`src/rtl/lu_trip_pkg.sv`:
```
package lu_trip_pkg;
  typedef enum logic [1:0] {
    ST_RUN     = 2'd0,
    ST_OPEN    = 2'd1,
    ST_BLANK   = 2'd2,
    ST_RELEASE = 2'd3
  } lu_state_e;
endpackage

```
`src/rtl/lu_trip_detect.sv`:
```
module lu_trip_detect #(
  parameter int unsigned CUR_W = 12
) (
  input  logic [CUR_W-1:0] sample_i,
  input  logic             sample_vld_i,
  input  logic [CUR_W-1:0] imax_i,
  output logic             over_o
);
  localparam int unsigned CMP_W = CUR_W + 1;

  logic [CMP_W-1:0] limit;
  logic [CMP_W-1:0] sample_ext;

  // threshold is twice the nominal maximum, one extra bit avoids overflow
  assign limit      = {imax_i, 1'b0};
  assign sample_ext = {1'b0, sample_i};
  assign over_o     = sample_vld_i && (sample_ext > limit);
endmodule

```
`src/rtl/lu_blank_timer.sv`:
```
module lu_blank_timer #(
  parameter int unsigned BLANK_CYC = 20,
  parameter int unsigned TMR_W     = 5
) (
  input  logic clk_i,
  input  logic rst_ni,
  input  logic load_i,
  input  logic run_i,
  output logic done_o
);
  localparam logic [TMR_W-1:0] LOAD_VAL = TMR_W'(BLANK_CYC - 1);

  logic [TMR_W-1:0] cnt_q;

  always_ff @(posedge clk_i or negedge rst_ni) begin
    if (!rst_ni)                     cnt_q <= '0;
    else if (load_i)                 cnt_q <= LOAD_VAL;
    else if (run_i && cnt_q != '0)   cnt_q <= cnt_q - 1'b1;
  end

  assign done_o = (cnt_q == '0);

  a_r4_load_not_done: assert property (@(posedge clk_i) disable iff (!rst_ni)
    (load_i && BLANK_CYC > 1) |=> !done_o);
endmodule

```
`src/rtl/lu_irq_count.sv`:
```
module lu_irq_count #(
  parameter int unsigned CNT_W = 8
) (
  input  logic             clk_i,
  input  logic             rst_ni,
  input  logic             trip_i,
  input  logic             ack_i,
  output logic             irq_o,
  output logic [CNT_W-1:0] cnt_o
);
  localparam logic [CNT_W-1:0] CNT_MAX = '1;

  logic             irq_q;
  logic [CNT_W-1:0] cnt_q;

  always_ff @(posedge clk_i or negedge rst_ni) begin
    if (!rst_ni)     irq_q <= 1'b0;
    else if (trip_i) irq_q <= 1'b1;   // set wins over ack
    else if (ack_i)  irq_q <= 1'b0;
  end

  always_ff @(posedge clk_i or negedge rst_ni) begin
    if (!rst_ni)                          cnt_q <= '0;
    else if (trip_i && cnt_q != CNT_MAX)  cnt_q <= cnt_q + 1'b1;
  end

  assign irq_o = irq_q;
  assign cnt_o = cnt_q;

  a_r7_irq_set: assert property (@(posedge clk_i) disable iff (!rst_ni)
    trip_i |=> irq_o);
  a_r7_irq_hold: assert property (@(posedge clk_i) disable iff (!rst_ni)
    (irq_o && !ack_i) |=> irq_o);
  a_r8_saturate: assert property (@(posedge clk_i) disable iff (!rst_ni)
    (cnt_o == CNT_MAX) |=> (cnt_o == CNT_MAX));
  a_r8_increment: assert property (@(posedge clk_i) disable iff (!rst_ni)
    (trip_i && cnt_o != CNT_MAX) |=> (cnt_o == $past(cnt_o) + 1'b1));
endmodule

```
`src/rtl/lu_trip_ctrl.sv`:
```
module lu_trip_ctrl #(
  parameter int unsigned CUR_W       = 12,
  parameter int unsigned CNT_W       = 8,
  parameter int unsigned CLK_FREQ_HZ = 50_000_000,
  parameter int unsigned BLANK_US    = 100_000
) (
  input  logic             clk_i,
  input  logic             rst_ni,
  input  logic [CUR_W-1:0] sample_i,
  input  logic             sample_vld_i,
  input  logic [CUR_W-1:0] imax_i,
  input  logic             irq_ack_i,
  output logic             iso_en_o,
  output logic             shunt_en_o,
  output logic             irq_o,
  output logic [CNT_W-1:0] trip_cnt_o
);
  import lu_trip_pkg::*;

  localparam longint unsigned BLANK_L   = (longint'(CLK_FREQ_HZ) * longint'(BLANK_US)) / 64'd1_000_000;
  localparam int unsigned     BLANK_CYC = (BLANK_L < 1) ? 1 : int'(BLANK_L);
  localparam int unsigned     TMR_W     = $clog2(BLANK_CYC + 1);

  lu_state_e state_q, state_d;
  logic      over;
  logic      trip;
  logic      tmr_done;

  lu_trip_detect #(.CUR_W(CUR_W)) u_detect (
    .sample_i     (sample_i),
    .sample_vld_i (sample_vld_i),
    .imax_i       (imax_i),
    .over_o       (over)
  );

  // samples are only honoured while the load is powered
  assign trip = over && (state_q == ST_RUN);

  lu_blank_timer #(.BLANK_CYC(BLANK_CYC), .TMR_W(TMR_W)) u_timer (
    .clk_i  (clk_i),
    .rst_ni (rst_ni),
    .load_i (state_q == ST_OPEN),
    .run_i  (state_q == ST_BLANK),
    .done_o (tmr_done)
  );

  always_comb begin
    state_d = state_q;
    unique case (state_q)
      ST_RUN:     if (trip) state_d = ST_OPEN;
      ST_OPEN:    state_d = ST_BLANK;
      ST_BLANK:   if (tmr_done) state_d = ST_RELEASE;
      ST_RELEASE: state_d = ST_RUN;
      default:    state_d = ST_RUN;
    endcase
  end

  always_ff @(posedge clk_i or negedge rst_ni) begin
    if (!rst_ni) state_q <= ST_RUN;
    else         state_q <= state_d;
  end

  assign iso_en_o   = (state_q == ST_RUN);
  assign shunt_en_o = (state_q == ST_BLANK);

  lu_irq_count #(.CNT_W(CNT_W)) u_irq (
    .clk_i  (clk_i),
    .rst_ni (rst_ni),
    .trip_i (trip),
    .ack_i  (irq_ack_i),
    .irq_o  (irq_o),
    .cnt_o  (trip_cnt_o)
  );

  a_r10_exclusive: assert property (@(posedge clk_i) disable iff (!rst_ni)
    !(iso_en_o && shunt_en_o));
  a_r2_fast_open: assert property (@(posedge clk_i) disable iff (!rst_ni)
    (iso_en_o && over) |=> !iso_en_o);
  a_r3_gap_before_shunt: assert property (@(posedge clk_i) disable iff (!rst_ni)
    $rose(shunt_en_o) |-> !$past(iso_en_o));
  a_r5_gap_before_power: assert property (@(posedge clk_i) disable iff (!rst_ni)
    $rose(iso_en_o) |-> !$past(shunt_en_o));
  a_r6_no_count_while_off: assert property (@(posedge clk_i) disable iff (!rst_ni)
    !iso_en_o |=> $stable(trip_cnt_o));
endmodule

```
`config.mk`:
```
export PLATFORM = sky130hd
export DESIGN_NAME = lu_trip_ctrl
export DESIGN_NICKNAME = d
export VERILOG_FILES = /design/src/rtl/lu_trip_pkg.sv /design/src/rtl/lu_trip_detect.sv /design/src/rtl/lu_blank_timer.sv /design/src/rtl/lu_irq_count.sv /design/src/rtl/lu_trip_ctrl.sv
export SDC_FILE = /design/constraint.sdc
export NUM_CORES = 1
export LEC_CHECK = 0
export CORE_ASPECT_RATIO = 0.6
export CORE_UTILIZATION = 36
export DETAILED_ROUTE_END_ITERATION = 7
export PLACE_DENSITY = 0.57
export SYNTH_ARGS = -nofsm -noshare
export SYNTH_HDL_FRONTEND = slang
export SYNTH_SLANG_ARGS = --single-unit
export TNS_END_PERCENT = 5
```
`constraint.sdc`:
```
create_clock -name clk_i -period 2.3 [get_ports clk_i]
set_input_delay 0.46 -clock clk_i [delete_from_list [all_inputs] [get_ports clk_i]]
set_output_delay 0.46 -clock clk_i [all_outputs]
set_load 0.005 [all_outputs]
```
==> results_dict.tcl <==
set metrics [dict create \
    outcome "finished clean" \
    ys_warn_count 0 \
    synth_top_family_by_area "simple AND/OR/NAND/NOR gates" \
    critPathCaptureType "register" \
    clock_path_buffers 2 \
    diodes 0 \
    die_w_um 99.8 \
    max_freq_mhz 449 \
    timing.final.ws_setup_ns 0.0709 \
    rows 20 \
    syn_inst 212 \
    avgSynthCellArea_um2 9.74 \
    ant_nets 0 \
    clock_sinks 34 \
    dr.pass1.iters 4 \
    async_flop_share 1.00 \
    cp.arrival_ns 2.37 \
    grt_pass1_wl_um 7940 \
    dp.cells 355 \
    grtUsageTotal 0.176 \
    hold_depth 1 \
    criticalPathCategory "register to register" \
    initial_utilization 0.391 \
    gp_congestion 0.776 \
    mostFrequentLayoutCell "dfrtp_1" \
    worst_slew_pin_slew_ns 0.758 \
    antenna_found_initial 0 \
    root_buffer "clkbuf_8" \
    ys.flop_type "dfrtp_1" \
    grt_max_degree 35 \
    powerDensity_nw_per_um2 415 \
    drt_iter0_markers 57 \
    wl_per_cell_um 13.3 \
    viasPerCell 4.80 \
    grt_pass1_vias 1673 \
    cts_buffers 5 \
    post-route-period-util 0.969 \
    portBuffers 38 \
    ir_worst_vdd_v 0.000182 \
    synth_edf_count 0 \
    setup_viol 0 \
    yosys.area_share.simple 0.244 \
    period_needed_ns 2.23 \
    synth-adder-area-share 0.103 \
    num_vias 1748 \
    coreArea_um2 5280 \
    synth_xor_area_frac 0.0976 \
    finalPower_mw 1.31 \
    tns_ns 0 \
    dp_slack_ns -0.423 \
    synth_fp_nets 257 \
    critPathLaunchType "register" \
    synth_compound_area_frac 0.0939 \
    wl_um 4840 \
    drive_gt1_frac 0.265 \
    hold_class "register to register" \
    rr_worst_depth 6 \
    dieArea_um2 6050 \
    clk_pin_slew_ns 0.07 \
    dpl.hpwl_um 3410 \
    finalNonFillerCells 364 \
    htree_levels 2 \
    hold_viol_final 0 \
    die_y_um 60.7 \
    yosys.cell_types.count 38 \
    area_delta_synth_final_pct 52.7 \
    drc 0 \
    slew_headroom 0.495 \
    seq_area_frac_synth 0.412 \
    synth_mux_area_frac 0.0109 \
    pin_count 39 \
    worstPathRequired_ns 2.44 \
    nets 332 \
    overflow 0 \
    mostFrequentLayoutCells "dfrtp_1 (34), buf_4 (33), dlymetal6s2s_1 (22)" \
    ys_seq_elements 34 \
    drv_slew 0 \
    max_cap_viol_count 0 \
    netlist_area_um2 2060 \
    clock_skew_ns 0.00760 \
    rsz0062_at_grt "true" \
    power.leakage_nw 1.55 \
    cts_tree "yes" \
    critPathMaxFanout 5 \
    nFillCells 443 \
    clk-insertion-delay-late_ns 0.29 \
]
final timing paths:
path | start | to | slack [ns]
worst max-delay path | u_timer.cnt_q[5]$_DFFE_PN0P_ | u_timer.cnt_q[21]$_DFFE_PN0P_ | 0.07
worst min-delay path | u_irq.cnt_o[5]$_DFFE_PN0P_ | u_irq.cnt_o[5]$_DFFE_PN0P_ | 0.51
worst max register to register | u_timer.cnt_q[5]$_DFFE_PN0P_ | u_timer.cnt_q[21]$_DFFE_PN0P_ | 0.07
worst min register to register | u_irq.cnt_o[5]$_DFFE_PN0P_ | u_irq.cnt_o[5]$_DFFE_PN0P_ | 0.51
max in group asynchronous | rst_ni | u_irq.cnt_o[6]$_DFFE_PN0P_ | 1.40
min in group asynchronous | rst_ni | u_timer.cnt_q[4]$_DFFE_PN0P_ | 0.58
cell families after synthesis:
family | after synthesis
AND/OR/NAND/NOR | 86
flip-flops | 34
AO/OA/AOI/OAI | 29
XOR/XNOR | 23
buffers and inverters | 21
adder cells (fa/ha/maj) | 17
multiplexers | 2
critical path, cell delays in order (launching register included):
cell and delay (ns):
dfrtp_1 0.38, or4_4 0.57, nor4b_4 0.37, nand4_1 0.28, buf_4 0.22, o21ai_0 0.16, a21oi_1 0.09
cell type report:
class / instances / area [um2] / share of cell area
multi-input cells: 157 / 1340 / 0.426
flip-flops and latches: 34 / 851 / 0.270
repair buffers: 71 / 683 / 0.217
well taps: 77 / 96.3 / 0.0306
clock buffers: 6 / 82.6 / 0.0262
inverters: 18 / 67.6 / 0.0214
clock inverters: 1 / 30.0 / 0.00953
cell usage after synthesis, types with 5 or more instances:
master | instances | share of area
nand2b_1 | 11 | 0.033
nor2_1 | 18 | 0.033
a21oi_1 | 11 | 0.027
xor2_1 | 16 | 0.068
ha_1 | 17 | 0.10
inv_1 | 18 | 0.033
nand3_1 | 7 | 0.017
xnor2_1 | 7 | 0.030
nor3_1 | 5 | 0.012
nand2_1 | 10 | 0.018
nor4_1 | 5 | 0.015
dfrtp_1 | 34 | 0.41
state kept, by name, indices dropped and copies added, names as in the netlist:
signal / flops
u_timer.cnt_q: 23
state_q: 2
u_irq.cnt_o: 8
u_irq.irq_o: 1
per-layer routing:
metal | vias up | wire (um) | GRT usage
met4 | 0 | 54 | 0.0630
met3 | 4 | 191 | 0.0518
met1 | 822 | 2680 | 0.261
met5 | - | 0 | 0
li1 | 892 | - | -
met2 | 30 | 1910 | 0.242
per-stage QoR:
stage,instance area (um2),hold slack (ns),utilization
finish,3150,0.513,0.597
global route,3150,0.548,0.597
CTS,3050,0.516,0.578
detailed placement,2770,0.506,0.524
global placement,2770,0.502,0.524
floorplan,2070,0.164,-
power breakdown:
group,leakage (nW),switching [mW],internal [mW]
Clock,0.0573,0.219,0.347
Combinational,1.08,0.0629,0.0827
Sequential,0.413,0.0000000000000000170,0.598
what timing repair did:
item                       4_1_cts  5_1_grt
pin swaps                       12        9
gates cloned                     0        0
resized for setup               18       38
buffers inserted                 2        0
setup endpoints to repair        9       22
hold buffers                     0        0
Note: power is estimated with default switching activity, not from simulation.
